**src/rtl/tw_pkg.sv**
```systemverilog
package tw_pkg;
  localparam int DATA_W = 16;
  localparam int ADDR_W = 2;
  localparam int SC_W   = 3;   // fixed divide-by-8 stage
  localparam int PRE_W  = 2;   // divide-by-1 or divide-by-4 stage
  localparam int DIV_W  = 8;   // programmable stage
  localparam int CNT_W  = SC_W + PRE_W + DIV_W;

  typedef struct packed {
    logic             mod_en;
    logic             irq_en;
    logic             wd_en;
    logic             wd_long;
    logic [1:0]       pre_sel;
    logic [DIV_W-1:0] dv;
  } ctrl_t;

  localparam int CTRL_W = $bits(ctrl_t);

  // middle stage: select 0 passes straight through, anything else divides by 4
  function automatic logic [PRE_W-1:0] pre_reload(input logic [1:0] sel);
    return (sel == 2'd0) ? '0 : '1;
  endfunction

  // programmable stage divides by dv+1; dv of zero stands for the full 256
  function automatic logic [DIV_W-1:0] div_reload(input logic [DIV_W-1:0] dv);
    return (dv == '0) ? '1 : dv;
  endfunction
endpackage

```
**src/rtl/tw_chain.sv**
```systemverilog
module tw_chain
  import tw_pkg::*;
(
  input  logic             clk,
  input  logic             rst_n,
  input  logic             step,
  input  logic             load,
  input  logic             hold_tick,
  input  ctrl_t            cur,
  input  ctrl_t            ld,
  output logic             tick,
  output logic [CNT_W-1:0] cnt
);
  logic [SC_W-1:0]  sc_q;
  logic [PRE_W-1:0] pre_q;
  logic [DIV_W-1:0] div_q;

  wire sc_wrap  = step && (sc_q == '0);
  wire pre_wrap = sc_wrap && (pre_q == '0);
  wire div_wrap = pre_wrap && (div_q == '0);

  assign tick = div_wrap && !hold_tick;
  assign cnt  = {div_q, pre_q, sc_q};

  always_ff @(posedge clk or negedge rst_n) begin
    if (!rst_n) begin
      sc_q  <= '1;
      pre_q <= '0;
      div_q <= '1;
    end else if (load) begin
      sc_q  <= '1;
      pre_q <= pre_reload(ld.pre_sel);
      div_q <= div_reload(ld.dv);
    end else if (step) begin
      sc_q <= sc_q - 1'b1;
      if (sc_wrap)
        pre_q <= (pre_q == '0) ? pre_reload(cur.pre_sel) : pre_q - 1'b1;
      if (pre_wrap)
        div_q <= (div_q == '0) ? div_reload(cur.dv) : div_q - 1'b1;
    end
  end


  idle_hold_chk: assert property (@(posedge clk) disable iff (!rst_n)
    (!step && !load) |=> $stable(cnt));
endmodule

```
**src/rtl/tw_guard.sv**
```systemverilog
module tw_guard #(
  parameter int SHORT_TO  = 7,
  parameter int LONG_TO   = 63,
  parameter int PULSE_LEN = 16
) (
  input  logic clk,
  input  logic rst_n,
  input  logic running,
  input  logic wd_long,
  input  logic reload,
  input  logic reload_long,
  input  logic svc_ok,
  input  logic tick_i,
  output logic expire,
  output logic pulse_active
);
  localparam int WD_W = $clog2(LONG_TO + 1);
  localparam int PL_W = $clog2(PULSE_LEN + 1);

  logic [WD_W-1:0] wd_q;
  logic [PL_W-1:0] pl_q;

  function automatic logic [WD_W-1:0] start_of(input logic lng);
    return lng ? WD_W'(LONG_TO) : WD_W'(SHORT_TO);
  endfunction

  assign expire       = running && tick_i && !svc_ok && (wd_q == WD_W'(1));
  assign pulse_active = (pl_q != '0);

  always_ff @(posedge clk or negedge rst_n) begin
    if (!rst_n) begin
      wd_q <= WD_W'(SHORT_TO);
      pl_q <= '0;
    end else begin
      if (reload)       wd_q <= start_of(reload_long);
      else if (!running) wd_q <= start_of(wd_long);
      else if (tick_i)  wd_q <= wd_q - 1'b1;

      if (expire)            pl_q <= PL_W'(PULSE_LEN);
      else if (pl_q != '0)   pl_q <= pl_q - 1'b1;
    end
  end


  wd_quiet_chk: assert property (@(posedge clk) disable iff (!rst_n)
    pulse_active |-> !running);

  pulse_start_chk: assert property (@(posedge clk) disable iff (!rst_n)
    $rose(pulse_active) |-> $past(tick_i));
endmodule

```
**src/rtl/tw_regs.sv**
```systemverilog
module tw_regs
  import tw_pkg::*;
#(
  parameter logic [ADDR_W-1:0] A_CTRL = 2'd0,
  parameter logic [ADDR_W-1:0] A_CNT  = 2'd1,
  parameter logic [ADDR_W-1:0] A_SVC  = 2'd2,
  parameter logic [DATA_W-1:0] KEY_A  = 16'h5555,
  parameter logic [DATA_W-1:0] KEY_B  = 16'hAAAA
) (
  input  logic              clk,
  input  logic              rst_n,
  input  logic              bus_wr,
  input  logic [ADDR_W-1:0] bus_addr,
  input  logic [DATA_W-1:0] bus_wdata,
  input  logic [CNT_W-1:0]  cnt,
  input  logic              tick_i,
  input  logic              expire_i,
  input  logic              pulse_active,
  output ctrl_t             ctrl,
  output logic              flag,
  output logic              svc_ok,
  output logic              bus_load,
  output logic              chain_load,
  output logic              wd_reload,
  output ctrl_t             ld,
  output logic [DATA_W-1:0] rdata
);
  logic armed;

  wire we      = bus_wr && !pulse_active;
  wire ctrl_wr = we && (bus_addr == A_CTRL);
  wire svc_wr  = we && (bus_addr == A_SVC);
  wire wd_run  = ctrl.mod_en && ctrl.wd_en;

  assign svc_ok     = svc_wr && armed && (bus_wdata == KEY_B);
  assign bus_load   = ctrl_wr || svc_ok;
  assign chain_load = bus_load || expire_i;
  assign wd_reload  = svc_ok || expire_i || (ctrl_wr && !wd_run);

  always_comb begin
    if (expire_i)     ld = '0;
    else if (ctrl_wr) ld = ctrl_t'(bus_wdata[CTRL_W-1:0]);
    else              ld = ctrl;
  end

  always_ff @(posedge clk or negedge rst_n) begin
    if (!rst_n) begin
      ctrl  <= '0;
      flag  <= 1'b0;
      armed <= 1'b0;
    end else if (expire_i) begin
      ctrl  <= '0;
      flag  <= 1'b0;
      armed <= 1'b0;
    end else begin
      if (ctrl_wr) ctrl <= ctrl_t'(bus_wdata[CTRL_W-1:0]);
      if (tick_i)                                flag <= 1'b1;
      else if (ctrl_wr && bus_wdata[DATA_W-1])   flag <= 1'b0;
      if (svc_wr) armed <= (bus_wdata == KEY_A);
    end
  end

  always_comb begin
    case (bus_addr)
      A_CTRL:  rdata = {flag, {(DATA_W-CTRL_W-1){1'b0}}, ctrl};
      A_CNT:   rdata = {{(DATA_W-CNT_W){1'b0}}, cnt};
      default: rdata = '0;
    endcase
  end


  flag_set_chk: assert property (@(posedge clk) disable iff (!rst_n)
    (tick_i && !expire_i) |=> flag);

  flag_clr_chk: assert property (@(posedge clk) disable iff (!rst_n)
    (ctrl_wr && bus_wdata[DATA_W-1] && !tick_i) |=> !flag);

  expiry_clear_chk: assert property (@(posedge clk) disable iff (!rst_n)
    $past(expire_i) |-> (ctrl == '0 && !flag));
endmodule

```
**src/rtl/tick_watchdog.sv**
```systemverilog
module tick_watchdog
  import tw_pkg::*;
#(
  parameter int SHORT_TO  = 7,
  parameter int LONG_TO   = 63,
  parameter int PULSE_LEN = 16
) (
  input  logic              clk,
  input  logic              rst_n,
  input  logic              presc_en,
  input  logic              dbg_halt,
  input  logic              bus_wr,
  input  logic [ADDR_W-1:0] bus_addr,
  input  logic [DATA_W-1:0] bus_wdata,
  output logic [DATA_W-1:0] bus_rdata,
  output logic              tick_irq,
  output logic              wdog_rst
);
  ctrl_t            ctrl, ld;
  logic             flag, svc_ok, bus_load, chain_load, wd_reload;
  logic             tick, expire, pulse_active;
  logic [CNT_W-1:0] cnt;

  wire step    = presc_en && ctrl.mod_en && !dbg_halt;
  wire running = ctrl.mod_en && ctrl.wd_en;

  tw_regs u_regs (
    .clk, .rst_n, .bus_wr, .bus_addr, .bus_wdata, .cnt,
    .tick_i(tick), .expire_i(expire), .pulse_active,
    .ctrl, .flag, .svc_ok, .bus_load, .chain_load, .wd_reload, .ld,
    .rdata(bus_rdata)
  );

  tw_chain u_chain (
    .clk, .rst_n, .step, .load(chain_load), .hold_tick(bus_load),
    .cur(ctrl), .ld, .tick, .cnt
  );

  tw_guard #(.SHORT_TO(SHORT_TO), .LONG_TO(LONG_TO), .PULSE_LEN(PULSE_LEN)) u_guard (
    .clk, .rst_n, .running, .wd_long(ctrl.wd_long),
    .reload(wd_reload), .reload_long(ld.wd_long), .svc_ok,
    .tick_i(tick), .expire, .pulse_active
  );

  assign tick_irq = flag && ctrl.irq_en;
  assign wdog_rst = pulse_active;


  halt_freeze_chk: assert property (@(posedge clk) disable iff (!rst_n)
    (dbg_halt && !chain_load) |=> $stable(cnt));
endmodule

```
**config.mk**
```make
export PLATFORM = sky130hd
export DESIGN_NAME = tick_watchdog
export DESIGN_NICKNAME = d
export VERILOG_FILES = /design/src/rtl/tw_pkg.sv /design/src/rtl/tw_chain.sv /design/src/rtl/tw_guard.sv /design/src/rtl/tw_regs.sv /design/src/rtl/tick_watchdog.sv
export SDC_FILE = /design/constraint.sdc
export NUM_CORES = 1
export LEC_CHECK = 0
export BUFFER_PORTS_ARGS = -buffer_cell sky130_fd_sc_hd__buf_2
export CORE_ASPECT_RATIO = 0.9
export CORE_MARGIN = 4
export CORE_UTILIZATION = 60
export DETAILED_ROUTE_END_ITERATION = 12
export PLACE_DENSITY = 0.9
export SLEW_MARGIN = 20
export SYNTH_ARGS = -nofsm -noshare
export SYNTH_HDL_FRONTEND = slang
export SYNTH_SLANG_ARGS = --single-unit
```
**constraint.sdc**
```tcl
create_clock -name clk -period 3.4 [get_ports clk]
set_input_delay 0.85 -clock clk [delete_from_list [all_inputs] [get_ports clk]]
set_output_delay 0.85 -clock clk [all_outputs]
set_load 0.01 [all_outputs]
```
==> metrics.txt, run 1 <==
row count 22; Starting DRT DRC Count 176; fmax 334 MHz; post_cts resized 0; placed cell area 0.00290 sq mm; design area 0.00302 sq mm; Die Y 71.1 um; total track usage 26.5%; Register Area 0.00102 sq mm; WP data required 3580 ps; CP Max Fanout 15; first-pass GRT wire length 11.7 mm; cts hold-fix bufs 0; DR vias/cell 6.23; First-pass DRT Iterations 5; post-synth cell types 52; Setup CP Type input port to register; Post-Syn Instances 304; peak supply drop 360 uV; #FFs+latches synth 40; die area 0.00555 sq mm; initial antenna violation count 0; final hold viol count 0; DRC viols 0; crit start category input port; final setup fails 0; WHS Path Cells 2; Most used DFF post-synth dfrtp_1; H-tree depth 2; Final min period 2990 ps; Hold EP u_chain.sc_q[1]; critical path, cell by cell buf_2 > nor2_1 > and3_1 > nor3_4 > a211oi_2 > and3_1 > nor2_1; slowest stage cell, crit path a211oi_2; filler instances 339; CP top delay family simple AND/OR/NAND/NOR gates; R2R Setup Slk 470 ps; Synth-to-Final Area Change 13.9%; ys async rst share 100%; status finished, final reports clean; initial core utilization 63.4%; routability-driven placement congestion ratio 0.905; worst-case clock buffer depth 2; post-synth top area share 24.5%; multi-input combinational cell area 0.00153 sq mm; syn avg cell area 8.73 sq um; Critical Path AT 3180 ps; YS warnings 0; clk_lat worst skew 300 ps; period utilisation layout 88.1%; Final Slew Violations 0; CP max stage delay 870 ps; Wirelength per Cell 17.1 um; Post-synth EDFFs 0; Routed Antenna Nets 0; worst relative slew slack 33.3%; max_cap viols 0; RSZ-0062 raised after global routing false; drt total wl 6.90 mm; synthesized cell area 0.00265 sq mm; Fin Setup TNS 0 ps; Seq/Total Area, Yosys 38.4%; vias in the first global route 2,409; Reg2Reg Launch Point u_guard.pl_q[0]; grt ovf 0; largest net degree at the start of global routing 41; Clock Skew 13.8 ps; Worst Hold Class register to register; I/O pin total 41; Crit. End Element register; # diodes 0; pwr dens 468 mW/mm^2; r2r worst-path depth 8; TritonCTS buffer count 5; Post-CTS Setup Bufs 0; via count 2,517; CTS tree done; I/O Buffers 39; core box area 0.00418 sq mm; CTS Root Cell clkbuf_8; # nets final 373; clock sink count 40; reg-to-reg endpoint u_chain.pre_q[0]; most frequent cell after synthesis nor2_1; Slew @ Worst Pin 998 ps; proportion of layout cells with a drive suffix above 1 21.5%; synth top area cells dfrtp_1 (25%), dfstp_2 (14%), mux2i_1 (11%); top post-synthesis cells by count nor2_1 (53), mux2i_1 (30), dfrtp_1 (26), nand2_1 (23); CTS clk-pin slew, worst paths 70 ps; Die W 78.1 um; Worst Min Path Start u_chain.sc_q[1]; post-synth top area cell dfrtp_1; dpl hpwl 5.22 mm; leak pwr 1.44 nW; Buf/Inv on CP 1; syn_nets 334
-- worst max-delay path by stage --
stage	startpoint	end	slack, ps	depth (start not counted)
floorplan	bus_addr[0]	bus_rdata[0]	680	4
global placement	bus_addr[0]	u_chain.pre_q[0]	230	7
detailed placement	bus_addr[0]	u_chain.pre_q[0]	180	7
CTS	bus_addr[0]	u_chain.pre_q[0]	430	7
global route	bus_addr[0]	u_chain.div_q[0]	200	7
finish	bus_addr[0]	u_chain.pre_q[0]	410	7
-- placed cells by master, fill, tap and decap left out, types with 2 or more instances in the layout --
| master | count |
|---|---|
| clkbuf_8 | 6 |
| buf_4 | 6 |
| dfrtp_1 | 26 |
| dfstp_2 | 14 |
| nor2_1 | 53 |
| mux2i_1 | 30 |
| nand3_1 | 14 |
| or4_1 | 4 |
| nand4_1 | 4 |
| xnor2_1 | 4 |
| o21a_1 | 5 |
| or3_1 | 3 |
| o21ai_0 | 11 |
| o211ai_1 | 3 |
| nand2b_1 | 3 |
| and2_1 | 4 |
| a2bb2oi_1 | 6 |
| and3_1 | 8 |
| nor3_1 | 12 |
| nand2_1 | 23 |
| a21oi_1 | 14 |
| buf_2 | 39 |
| nor4_1 | 6 |
| a211oi_1 | 2 |
| inv_1 | 10 |
| nand4b_1 | 2 |
| ha_1 | 7 |
-- worst min-delay path: stages, from the launching register on --
cell and delay (ps):
dfstp_2 380, nand2_1 60, o211ai_1 90
-- flip-flops by register name, indices dropped and copies added (netlist names) --
register and cells:
u_chain.div_q 8, u_chain.pre_q 2, u_chain.sc_q 3, u_guard.pl_q 5, u_guard.wd_q 6, u_regs.armed 1
u_regs.ctrl 14, u_regs.flag 1
-- through the flow --
step                utilization [%]  hold WS, ps  worst slack (ps)  instances  total power (W)
global placement               69.3          490               235        396         0.000986
finish                         72.2          536               406        404          0.00141
CTS                            72.2          538               432        404          0.00141
detailed placement             69.3          527               179        396          0.00100
floorplan                         -          473               683        304         0.000875
global route                   72.2          574               203        404          0.00149
-- cell families (layout without fill, tap and decap cells) --
logic type / after synthesis / count (layout) / share of synthesized area [%]
and+or+nand+nor: 147 / 147 / 28.7
AOI/OAI and AO/OA: 52 / 52 / 12.9
DFF: 40 / 40 / 38.4
muxes: 30 / 30 / 11.3
buffers and inverters: 23 / 63 / 3.96
adders and majority gates: 7 / 7 / 3.30
xor gates and xnor gates: 4 / 4 / 1.32
other: 1 / 1 / 0.141
-- layer usage --
metal	track usage [%]	up-vias	part of all wire, %
met5	0	-	0
met4	8.35	0	1.2
met3	6.11	15	9.8
li1	-	1170	-
met1	37.2	1177	43
met2	40.9	155	46
-- cell type report --
class                   count  share of cell area, %
multi-input cells         241                   50.6
flip-flops and latches     40                   33.7
repair buffers             45                   7.95
clock buffers               6                   2.73
well taps                  60                   2.48
clock inverters             2                   1.28
inverters                  10                   1.24
-- report_power, final --
group | switching (W) | internal (W) | total, W
sequential | 0.000104 | 0.000579 | 0.000683
clock | 0.000168 | 0.000240 | 0.000408
combinational | 0.000180 | 0.000143 | 0.000323
total | 0.000452 | 0.000962 | 0.00141
Power figures use the tool's default switching activity.
==> inputs of run 2 (changes only) <==
ABC_AREA = 1   (was unset)
PLACE_DENSITY = 0.89   (was 0.9)
==> metrics.txt, run 2 <==
clock sink count 40 (unchanged); leak pwr 1.71 nW (was 1.44 nW); synth top area cells dfrtp_1 (23%), dfstp_2 (13%), nand2_1 (12%) (was dfrtp_1 (25%), dfstp_2 (14%), mux2i_1 (11%)); H-tree depth 2 (unchanged); worst relative slew slack 38.4% (was 33.3%); leading cell type in the layout, fill and taps excluded nand2_1 (was nor2_1); Starting DRT DRC Count 287 (was 176); CP Max Fanout 25 (was 15); Die W 80.6 um (was 78.1 um); I/O Buffers 39 (unchanged); post-synth top area share 22.9% (was 24.5%); initial core utilization 62.9% (was 63.4%); ys async rst share 100% (unchanged); drt total wl 7.41 mm (was 6.90 mm); Post-Syn Instances 410 (was 304); critical path, cell by cell inv_1 > ha_1 > inv_1 > nor2_1 > nand4_2 > nor2_4 > nand4_4 > nand2_2 > inv_2 > nor2_1 > o21ai_1 > nand2_1 > nand2_1 (was buf_2 > nor2_1 > and3_1 > nor3_4 > a211oi_2 > and3_1 > nor2_1); dpl hpwl 5.55 mm (was 5.22 mm); row count 23 (was 22); CP top delay family simple AND/OR/NAND/NOR gates (unchanged); top post-synthesis cells by count nand2_1 (93), inv_1 (69), nor2_1 (50), o21ai_0 (34), dfrtp_1 (26) (was nor2_1 (53), mux2i_1 (30), dfrtp_1 (26), nand2_1 (23)); most frequent cell after synthesis nand2_1 (was nor2_1); clk_lat worst skew 290 ps (was 300 ps); syn avg cell area 6.93 sq um (was 8.73 sq um); r2r worst-path depth 13 (was 8); Crit. End Element register (unchanged); largest registers u_regs.ctrl x14, u_chain.div_q x8, u_guard.wd_q x6 (unchanged); cts hold-fix bufs 0 (unchanged); first-pass GRT wire length 12.1 mm (was 11.7 mm); Post-synth EDFFs 0 (unchanged); #FFs+latches synth 40 (unchanged); pwr dens 533 mW/mm^2 (was 468 mW/mm^2); synthesized cell area 0.00284 sq mm (was 0.00265 sq mm); # nets final 478 (was 373); fmax 376 MHz (was 334 MHz); reg-to-reg endpoint u_chain.div_q[6] (was u_chain.pre_q[0]); crit start category register (was input port); DR vias/cell 5.51 (was 6.23); Final min period 2660 ps (was 2990 ps); via count 2,816 (was 2,517); Worst Min Path Start u_chain.div_q[1] (was u_chain.sc_q[1]); final hold viol count 0 (unchanged); pre-CTS setup slack 588 ps (was 179 ps); routability-driven placement congestion ratio 0.903 (was 0.905); post-synth cell types 36 (was 52); largest net degree at the start of global routing 41 (unchanged); Slew @ Worst Pin 924 ps (was 998 ps); slowest stage cell, crit path nand2_2 (was a211oi_2); PnR worst setup slack 739 ps (was 406 ps); vias in the first global route 2,684 (was 2,409); total track usage 26.7% (was 26.5%); # diodes 0 (unchanged); proportion of layout cells with a drive suffix above 1 18.9% (was 21.5%); RSZ-0062 raised after global routing false (unchanged); Setup CP Type register to register (was input port to register); filler instances 397 (was 339); peak supply drop 339 uV (was 360 uV); max_cap viols 0 (unchanged); I/O pin total 41 (unchanged); worst-case clock buffer depth 2 (unchanged); period utilisation layout 78.3% (was 88.1%); WP data required 3630 ps (was 3580 ps); die area 0.00590 sq mm (was 0.00555 sq mm); YS warnings 0 (unchanged); final setup fails 0 (unchanged); status finished, final reports clean (unchanged); Reg2Reg Launch Point u_chain.div_q[0] (was u_guard.pl_q[0]); First-pass DRT Iterations 6 (was 5); CTS tree done (unchanged); post-synth top area cell dfrtp_1 (unchanged); syn_nets 440 (was 334); Final Slew Violations 0 (unchanged); post_cts resized 0 (unchanged); most frequent cells in the layout nand2_1 (93), inv_1 (69), nor2_1 (50) (was nor2_1 (53), buf_2 (39), mux2i_1 (30)); CTS Root Cell clkbuf_8 (unchanged); Wirelength per Cell 14.5 um (was 17.1 um); Fin Setup TNS 0 ps (unchanged); DRC viols 0 (unchanged); CTS clk-pin slew, worst paths 80 ps (was 70 ps); Post-CTS Setup Bufs 0 (unchanged); Synth-to-Final Area Change 11.1% (was 13.9%); Hold EP u_chain.div_q[1] (was u_chain.sc_q[1]); Routed Antenna Nets 0 (unchanged); Worst Hold Class register to register (unchanged); Seq/Total Area, Yosys 35.8% (was 38.4%); Most used DFF post-synth dfrtp_1 (unchanged); R2R Setup Slk 740 ps (was 470 ps); Buf/Inv on CP 3 (was 1); Largest register FFs 14 (unchanged); grt ovf 0 (unchanged); Die Y 73.3 um (was 71.1 um); Clock Skew 4.44 ps (was 13.8 ps); register bank with the most flops u_regs.ctrl (unchanged); core box area 0.00452 sq mm (was 0.00418 sq mm); WHS Path Cells 2 (unchanged); CP max stage delay 390 ps (was 870 ps); TritonCTS buffer count 5 (unchanged); initial antenna violation count 0 (unchanged); Critical Path AT 2890 ps (was 3180 ps)
==> run 2: cell count changes after synthesis, sizes merged, moves of 7 or more <==
cell / before / now
a21oi: 14 / 7
nand2: 23 / 95
o21ai: 12 / 52
o22ai: 1 / 10
and3: 8 / 0
xor2: 0 / 8
inv: 10 / 79
mux2i: 30 / 0
==> run 2: cell type report <==
cell class | count | area, sq um | share of cell area [%]
Inverter | 79 | 297 | 9.39
Sequential cell | 40 | 1020 | 32.2
Timing Repair Buffer | 40 | 203 | 6.42
Clock inverter | 2 | 35.0 | 1.11
Tap cell | 62 | 77.6 | 2.46
Clock buffer | 6 | 72.6 | 2.30
Multi-Input combinational cell | 282 | 1460 | 46.1
==> run 2: cells by family (layout without fill, tap and decap cells) <==
kind of cell | Yosys count | after routing | share of synthesized area (%)
AO/OA/AOI/OAI | 78 | 78 | 14.8
XOR/XNOR | 9 | 9 | 2.77
adder cells (fa/ha/maj) | 7 | 7 | 3.08
buffers and inverters | 88 | 127 | 12.9
flip-flops | 40 | 40 | 35.8
other | 1 | 1 | 0.132
AND/OR/NAND/NOR | 187 | 187 | 30.4
==> run 2: stage by stage <==
step	total power (W)	area [sq um]	hold slack, ps	std cells	util, %
final	0.00168	3160	472	511	69.9
after global routing	0.00180	3160	502	511	69.9
after CTS	0.00167	3160	475	511	69.9
after detailed placement	0.00128	3050	463	503	67.5
after global placement	0.00127	3050	460	503	67.5
after floorplan	0.00110	2840	446	410	-
==> run 2: metal layers <==
layer,vias up,GRT usage (%),routed length [um]
li1,1375,-,-
met1,1276,37.7,3270
met2,146,41.5,3320
met3,19,6.86,708
met4,0,5.82,110
met5,-,0,0
==> run 2: report_power, final <==
part	leakage (nW)	switching [W]	internal (W)
clock	0.0552	0.000170	0.000218
sequential	0.478	0.0000947	0.000622
combinational	1.18	0.000382	0.000197
==> run 2: how the worst max path moves through the flow <==
stage | startpoint | slack [ps] | depth (start not counted) | end
2_1_floorplan | bus_addr[0] | 1060 | 4 | bus_rdata[0]
3_3_place_gp | bus_addr[0] | 700 | 12 | u_chain.div_q[6]
3_5_place_dp | bus_addr[0] | 590 | 10 | u_chain.pre_q[1]
4_1_cts | u_chain.div_q[0] | 790 | 13 | u_chain.div_q[6]
5_1_grt | u_chain.div_q[0] | 470 | 13 | u_chain.div_q[4]
6_report | u_chain.div_q[0] | 740 | 13 | u_chain.div_q[6]
==> run 2: worst register-to-register path: cells and delay by family (launching register included) <==
family | cells | cell delay, ps
compound gates | 1 | 80
fa+ha+maj | 1 | 180
buf+inv | 3 | 360
flops | 1 | 380
simple gates | 8 | 1620
